`src/rtl/bl_pwm_pkg.sv`:
```
package bl_pwm_pkg;

    typedef enum logic [1:0] {
        REG_PERIOD = 2'd0,
        REG_CTRL   = 2'd1,
        REG_LOCK   = 2'd2,
        REG_NONE   = 2'd3
    } reg_sel_e;

    localparam int LK_LOCK_BIT = 0;
    localparam int LK_IGN_BIT  = 1;
    localparam int LK_PEND_BIT = 2;

endpackage

```
`src/rtl/bl_pwm_regs.sv`:
```
module bl_pwm_regs
    import bl_pwm_pkg::*;
#(
    parameter int W   = 16,
    parameter int BCW = 4,
    parameter int DW  = W + BCW
) (
    input  logic           clk,
    input  logic           rst_n,
    input  logic           wr_en,
    input  logic [1:0]     wr_addr,
    input  logic [DW-1:0]  wr_data,
    input  logic [1:0]     rd_addr,
    output logic [DW-1:0]  rd_data,
    input  logic           global_lock,
    input  logic           wrap,
    output logic [W-1:0]   act_per,
    output logic [BCW-1:0] act_bc,
    output logic [BCW-1:0] nxt_bc,
    output logic [W-1:0]   nxt_duty,
    output logic           nxt_frac,
    output logic           out_en
);

    typedef struct packed {
        logic [W-1:0]   per;
        logic [BCW-1:0] bc;
        logic [W-1:0]   duty;
        logic           fr;
    } cfg_t;

    typedef struct packed {
        cfg_t sh;
        cfg_t ac;
        logic oen;
        logic lock;
        logic ign;
        logic pend;
    } st_t;

    st_t  st_d, st_q;
    cfg_t nxt_cfg;
    logic eff_lock;
    logic apply;

    always_comb begin
        st_d     = st_q;
        eff_lock = st_q.lock | (global_lock & ~st_q.ign);
        apply    = wrap & st_q.pend & ~eff_lock;
        nxt_cfg  = apply ? st_q.sh : st_q.ac;
        st_d.ac  = nxt_cfg;
        if (apply) st_d.pend = 1'b0;
        if (wr_en) begin
            case (reg_sel_e'(wr_addr))
                REG_PERIOD: begin
                    st_d.sh.per = wr_data[W-1:0];
                    st_d.sh.bc  = wr_data[W+BCW-1:W];
                    st_d.pend   = 1'b1;
                end
                REG_CTRL: begin
                    st_d.sh.duty = wr_data[W-1:0];
                    st_d.sh.fr   = wr_data[W];
                    st_d.oen     = wr_data[W+1];
                    st_d.pend    = 1'b1;
                end
                REG_LOCK: begin
                    st_d.lock = wr_data[LK_LOCK_BIT];
                    st_d.ign  = wr_data[LK_IGN_BIT];
                end
                default: ;
            endcase
        end
    end

    always_comb begin
        rd_data = '0;
        case (reg_sel_e'(rd_addr))
            REG_PERIOD: begin
                rd_data[W-1:0]     = st_q.sh.per;
                rd_data[W+BCW-1:W] = st_q.sh.bc;
            end
            REG_CTRL: begin
                rd_data[W-1:0] = st_q.sh.duty;
                rd_data[W]     = st_q.sh.fr;
                rd_data[W+1]   = st_q.oen;
            end
            REG_LOCK: begin
                rd_data[LK_LOCK_BIT] = st_q.lock;
                rd_data[LK_IGN_BIT]  = st_q.ign;
                rd_data[LK_PEND_BIT] = st_q.pend;
            end
            default: ;
        endcase
    end

    always_ff @(posedge clk) begin
        if (!rst_n) st_q <= '0;
        else        st_q <= st_d;
    end

    assign act_per  = st_q.ac.per;
    assign act_bc   = st_q.ac.bc;
    assign nxt_bc   = nxt_cfg.bc;
    assign nxt_duty = nxt_cfg.duty;
    assign nxt_frac = nxt_cfg.fr;
    assign out_en   = st_q.oen;

    // a locked group keeps its active set
    assert_locked_hold_R6: assert property (@(posedge clk) disable iff (!rst_n)
        eff_lock |=> $stable(st_q.ac));

    // global lock holds the group unless ignored
    assert_global_hold_R8: assert property (@(posedge clk) disable iff (!rst_n)
        (global_lock && !st_q.ign) |=> $stable(st_q.ac));

    // the active set moves only on a wrap
    assert_apply_on_wrap_R9: assert property (@(posedge clk) disable iff (!rst_n)
        !wrap |=> $stable(st_q.ac));

    // pending falls only at a wrap
    assert_pend_clear_wrap_R7: assert property (@(posedge clk) disable iff (!rst_n)
        $fell(st_q.pend) |-> $past(wrap));

endmodule

```
`src/rtl/bl_pwm_core.sv`:
```
module bl_pwm_core #(
    parameter int W   = 16,
    parameter int BCW = 4
) (
    input  logic           clk,
    input  logic           rst_n,
    input  logic [W-1:0]   act_per,
    input  logic [BCW-1:0] act_bc,
    input  logic [BCW-1:0] nxt_bc,
    input  logic [W-1:0]   nxt_duty,
    input  logic           nxt_frac,
    input  logic           out_en,
    output logic           wrap,
    output logic           pwm_out
);

    localparam int NW = BCW + 1;

    typedef struct packed {
        logic [W-1:0] cnt;
        logic [W-1:0] acc;
        logic [W:0]   thr;
    } cst_t;

    cst_t cs_d, cs_q;

    function automatic logic [NW-1:0] eff_bits(input logic [BCW-1:0] b);
        return (b == '0) ? NW'(W) : {1'b0, b};
    endfunction

    logic [NW-1:0] n_act, n_nxt;
    logic [W:0]    per_mask, per_masked;
    logic [W-1:0]  last;
    logic [W-1:0]  int_part, frac_word;
    logic [W:0]    acc_sum;

    always_comb begin
        n_act      = eff_bits(act_bc);
        per_mask   = ((W+1)'(1) << n_act) - (W+1)'(1);
        per_masked = {1'b0, act_per} & per_mask;
        last       = (per_masked == '0) ? '0 : W'(per_masked - (W+1)'(1));
        wrap       = (cs_q.cnt >= last);

        n_nxt      = eff_bits(nxt_bc);
        int_part   = nxt_duty >> (NW'(W) - n_nxt);
        frac_word  = nxt_duty << n_nxt;
        acc_sum    = {1'b0, cs_q.acc} + {1'b0, frac_word};

        cs_d = cs_q;
        if (wrap) begin
            cs_d.cnt = '0;
            if (nxt_frac) begin
                cs_d.acc = acc_sum[W-1:0];
                cs_d.thr = {1'b0, int_part} + (W+1)'(acc_sum[W]);
            end else begin
                cs_d.acc = '0;
                cs_d.thr = {1'b0, int_part};
            end
        end else begin
            cs_d.cnt = cs_q.cnt + W'(1);
        end
    end

    always_ff @(posedge clk) begin
        if (!rst_n) cs_q <= '0;
        else        cs_q <= cs_d;
    end

    assign pwm_out = out_en & ({1'b0, cs_q.cnt} < cs_q.thr);

    // the counter never passes the last count of the active period
    assert_cnt_in_range_R1: assert property (@(posedge clk) disable iff (!rst_n)
        cs_q.cnt <= last);

    // the threshold holds for a whole PWM cycle
    assert_thr_stable_R9: assert property (@(posedge clk) disable iff (!rst_n)
        !wrap |=> $stable(cs_q.thr));

endmodule

```
`src/rtl/bl_pwm_top.sv`:
```
module bl_pwm_top
    import bl_pwm_pkg::*;
#(
    parameter int W = 16
) (
    input  logic                      clk,
    input  logic                      rst_n,
    input  logic                      wr_en,
    input  logic [1:0]                wr_addr,
    input  logic [W+$clog2(W)-1:0]    wr_data,
    input  logic [1:0]                rd_addr,
    output logic [W+$clog2(W)-1:0]    rd_data,
    input  logic                      global_lock,
    output logic                      pwm_out
);

    localparam int BCW = $clog2(W);
    localparam int DW  = W + BCW;

    logic [W-1:0]   act_per;
    logic [BCW-1:0] act_bc, nxt_bc;
    logic [W-1:0]   nxt_duty;
    logic           nxt_frac, out_en, wrap;

    bl_pwm_regs #(.W(W), .BCW(BCW), .DW(DW)) u_regs (
        .clk(clk), .rst_n(rst_n), .wr_en(wr_en), .wr_addr(wr_addr),
        .wr_data(wr_data), .rd_addr(rd_addr), .rd_data(rd_data),
        .global_lock(global_lock), .wrap(wrap), .act_per(act_per),
        .act_bc(act_bc), .nxt_bc(nxt_bc), .nxt_duty(nxt_duty),
        .nxt_frac(nxt_frac), .out_en(out_en)
    );

    bl_pwm_core #(.W(W), .BCW(BCW)) u_core (
        .clk(clk), .rst_n(rst_n), .act_per(act_per), .act_bc(act_bc),
        .nxt_bc(nxt_bc), .nxt_duty(nxt_duty), .nxt_frac(nxt_frac),
        .out_en(out_en), .wrap(wrap), .pwm_out(pwm_out)
    );

    // clearing output enable silences the pin on the next clock
    assert_out_disable_R4: assert property (@(posedge clk) disable iff (!rst_n)
        (wr_en && wr_addr == REG_CTRL && !wr_data[W+1]) |=> !pwm_out);

endmodule

```
`config.mk`:
```
export PLATFORM = sky130hd
export DESIGN_NAME = bl_pwm_top
export DESIGN_NICKNAME = d
export VERILOG_FILES = /design/src/rtl/bl_pwm_pkg.sv /design/src/rtl/bl_pwm_regs.sv /design/src/rtl/bl_pwm_core.sv /design/src/rtl/bl_pwm_top.sv
export SDC_FILE = /design/constraint.sdc
export NUM_CORES = 1
export LEC_CHECK = 0
export BUFFER_PORTS_ARGS = -buffer_cell sky130_fd_sc_hd__buf_2
export CORE_MARGIN = 1
export CORE_UTILIZATION = 45
export DETAILED_ROUTE_END_ITERATION = 8
export HOLD_SLACK_MARGIN = 0.02
export PLACE_DENSITY = 0.61
export SLEW_MARGIN = 40
export SYNTH_ARGS = -nofsm -noshare
export SYNTH_HDL_FRONTEND = slang
export SYNTH_SLANG_ARGS = --single-unit
```
`constraint.sdc`:
```
create_clock -name clk -period 11.1 [get_ports clk]
set_input_delay 1.665 -clock clk [delete_from_list [all_inputs] [get_ports clk]]
set_output_delay 1.665 -clock clk [all_outputs]
set_load 0.03 [all_outputs]
```
==> impl_metrics.ini <==
[drt]
dr_total_vias = 9256
routed_wl_um = 28500
wl_per_cell_um = 17.8
ant_nets = 0
dr.pass1.iters = 5
drt_iter0_markers = 597
drc = 0
viasPerCell = 5.77

[timing]
max_slew_margin_pct = 49.4
min_period_ns = 10.39
clock_skew_ns = 0.0131
rsz0062_at_grt = false
hold_ws_ns = 0.459
hold_viol_final = 0
slew_viol_final = 0
finalCritPeriodShare_pct = 93.6
setup_viol = 0
tns_ns = 0
max_freq_mhz = 96.2
tightest_slew_ns = 0.753

[layout]
areaGrowthSynthToFinish_pct = 12.4
layout.nets = 1404
n_antenna_cell = 0
final_cell_count_no_fill = 1603
fillerInstances = 2064
final_area_um2 = 10500
drive_gt1_share_pct = 11.2

[setup_path]
cpMaxStageDelayCell = or4_4
r2r_slack_ns = 0.71
critPathLaunchType = register
slowest_delay_ns = 0.57
worstSetupEndpointType = register
crit_top_cell = nand2_1
reg2reg_depth = 44
arrival_ns = 10.72
critPathKind = register to register
worstPathRequired_ns = 11.43
crit_fanout = 14

[cts]
numCtsBuffers = 17
clockBufferDepth = 2
cts_max_level = 4
cts.sinks = 127
cts-hold-fix-buffers = 0
cts_tree = done
cts.clk_slew.worst_paths_ns = 0.06
cts_root_buf = clkbuf_16
worstSkewPairLatency_ns = 0.43

[synth]
yosysWarnings = 0
syn_avg_cell_area_um2 = 7.19
ys_seq_area_share_pct = 27.1
synth-edff-count = 0
ys.flop_type = dfxtp_1
yosys-top-cells-area = dfxtp_1, nand2_1, a21oi_1
synth_fp_nets = 1386
ys_types = 83
yosysTopAreaCell = dfxtp_1
synth_top_area_share_pct = 27.1
synthArstFlopShare_pct = 0
syn_inst = 1303
synth.cell_area_um2 = 9370
ys_ff_latch = 127

[place]
dp.cells = 1566
dpl_cell_area_um2 = 9840
port_buffers = 48
place_congestion = 0.926
dp_hpwl_um = 21300

[power]
p_seq_share_pct = 29.0
finalPower_mw = 1.72
ir_worst_vdd_uv = 109
p_switching_uw = 662
leakage_nw = 4.12
p_clk_share_pct = 34.2
p_comb_share_pct = 36.8
internal_power_mw = 1.06
switching_share_pct = 38.5
p_per_area_nw_per_um2 = 163

[floorplanning]
start_util_pct = 46.2
core.rowCount = 52
dieArea_um2 = 21400
core_um2 = 20300
die_w_um = 146
io_pins = 49
die_h_um = 146

[global_routing]
grt_pass1_vias = 8473
grt_max_degree = 91
antenna_found_initial = 0
grt_util_all_layers_pct = 26.8
grt_pass1_wl_um = 45500
grt_overflow = 0

[min_path]
hold_depth = 2
hp-class = register to register

[flow_run]
timing.max_cap.violations = 0

[status]
status = completed
## critical path, delay by kind of cell, from the launching register on
kind	cells	cell delay (ns)
AOI/OAI and AO/OA	17	3.21
adders and majority gates	5	1.58
buffers and inverters	1	0.27
DFF	1	0.53
muxes	1	0.40
and+or+nand+nor	20	4.28
## timing repair
item / 4_1_cts / 5_1_grt
setup endpoints to repair: 0 / 12
setup buffers: 0 / 6
resized for setup: 0 / 8
## synthesized netlist by cell type, types with 4 or more instances
| master | instances |
|---|---|
| and3_1 | 18 |
| o22ai_1 | 14 |
| a211oi_1 | 19 |
| nand2b_1 | 18 |
| nand2_1 | 277 |
| or2_2 | 4 |
| buf_1 | 9 |
| ha_1 | 54 |
| dfxtp_1 | 127 |
| or3_1 | 6 |
| o31ai_1 | 10 |
| a31oi_1 | 7 |
| a21o_1 | 14 |
| nor3_1 | 15 |
| clkbuf_1 | 61 |
| mux2_2 | 7 |
| inv_1 | 34 |
| or4_1 | 5 |
| nor2_1 | 117 |
| xor2_1 | 20 |
| o221ai_1 | 4 |
| o211ai_1 | 9 |
| nand3_1 | 28 |
| mux2i_1 | 40 |
| nor2b_1 | 26 |
| a22o_1 | 8 |
| a2111oi_0 | 4 |
| a211o_1 | 5 |
| a21oi_1 | 149 |
| buf_2 | 5 |
| o21a_1 | 9 |
| nor3b_1 | 5 |
| o21ai_0 | 57 |
| a31o_2 | 5 |
| and2_1 | 11 |
| nand4_1 | 10 |
| xnor2_1 | 21 |
| a21boi_0 | 7 |
## flip-flops by register name, summed over array words and instances (netlist names)
name,count
u_regs.out_en,1
u_regs.act_per,16
u_regs.act_bc,4
u_core.cs_q,49
u_regs.st_q,57
## through the flow
| step | util [%] | setup slack, ns |
|---|---|---|
| after floorplan | - | 1.18 |
| after detailed placement | 48.5 | 0.463 |
| after global routing | 51.9 | 0.00401 |
| after global placement | 48.4 | 0.767 |
| final | 51.9 | 0.708 |
| after CTS | 51.5 | 0.428 |
## layout by cell type, fill, tap and decap left out, types with 8 or more instances in the layout
| cell type | Yosys | final |
|---|---|---|
| xnor2_1 | 21 | 21 |
| dfxtp_1 | 127 | 127 |
| nor2_1 | 117 | 116 |
| o31ai_1 | 10 | 10 |
| xor2_1 | 20 | 20 |
| inv_1 | 34 | 34 |
| o21a_1 | 9 | 9 |
| nor3_1 | 15 | 15 |
| nand2b_1 | 18 | 17 |
| nand2_1 | 277 | 277 |
| o211ai_1 | 9 | 9 |
| buf_4 | 0 | 25 |
| buf_2 | 5 | 48 |
| a211oi_1 | 19 | 19 |
| o22ai_1 | 14 | 13 |
| and2_1 | 11 | 11 |
| ha_1 | 54 | 54 |
| a21o_1 | 14 | 14 |
| a21oi_1 | 149 | 148 |
| a22o_1 | 8 | 8 |
| o21ai_0 | 57 | 57 |
| mux2i_1 | 40 | 39 |
| and3_1 | 18 | 18 |
| nand3_1 | 28 | 28 |
| nand4_1 | 10 | 10 |
| clkbuf_16 | 0 | 17 |
| nor2b_1 | 26 | 25 |
## layer usage
metal	vias to the layer above	global-route usage [%]	share of wire, %
li1	4643	-	-
met4	0	9.17	2.2
met5	-	0	0
met2	276	43.6	46
met1	4300	36.2	47
met3	37	4.00	5.2
## cell type report
class	instances	area (um2)	area share [%]
sequential	127	2540	24.1
clock buffer	17	425	4.04
tap	270	338	3.21
clock inverter	14	181	1.72
multi-input combinational	1064	6460	61.3
inverter	36	139	1.32
timing repair buffer	75	454	4.31
## power by group through the flow
stage | combinational (mW) | clock (mW) | sequential, mW
final | 0.632 | 0.588 | 0.497
after CTS | 0.601 | 0.597 | 0.497
after global routing | 0.684 | 0.619 | 0.499
after floorplan | 0.437 | 0 | 0.498
after detailed placement | 0.597 | 0 | 0.507
after global placement | 0.594 | 0 | 0.507
## final timing paths
check	startpoint	endpoint
setup / recovery	u_regs.act_bc[2]$_SDFF_PN0_	u_core.cs_q[8]$_SDFFE_PN0N_
hold / removal	u_regs.act_per[1]$_SDFFE_PN0P_	u_regs.act_per[1]$_SDFFE_PN0P_
setup reg to reg	u_regs.act_bc[2]$_SDFF_PN0_	u_core.cs_q[8]$_SDFFE_PN0N_
hold reg to reg	u_regs.act_per[1]$_SDFFE_PN0P_	u_regs.act_per[1]$_SDFFE_PN0P_
## cells by family (layout without fill, tap and decap cells)
family / count (synthesis) / count (layout) / synth area share [%]
buf+inv: 112 / 142 / 4.63
simple gates: 554 / 554 / 26.5
flops: 127 / 127 / 27.1
compound gates: 364 / 364 / 25.0
mux: 49 / 49 / 5.47
other cells: 1 / 1 / 0.0400
xor+xnor: 41 / 41 / 3.83
fa+ha+maj: 55 / 55 / 7.42
Note: power is estimated with default switching activity, not from simulation.
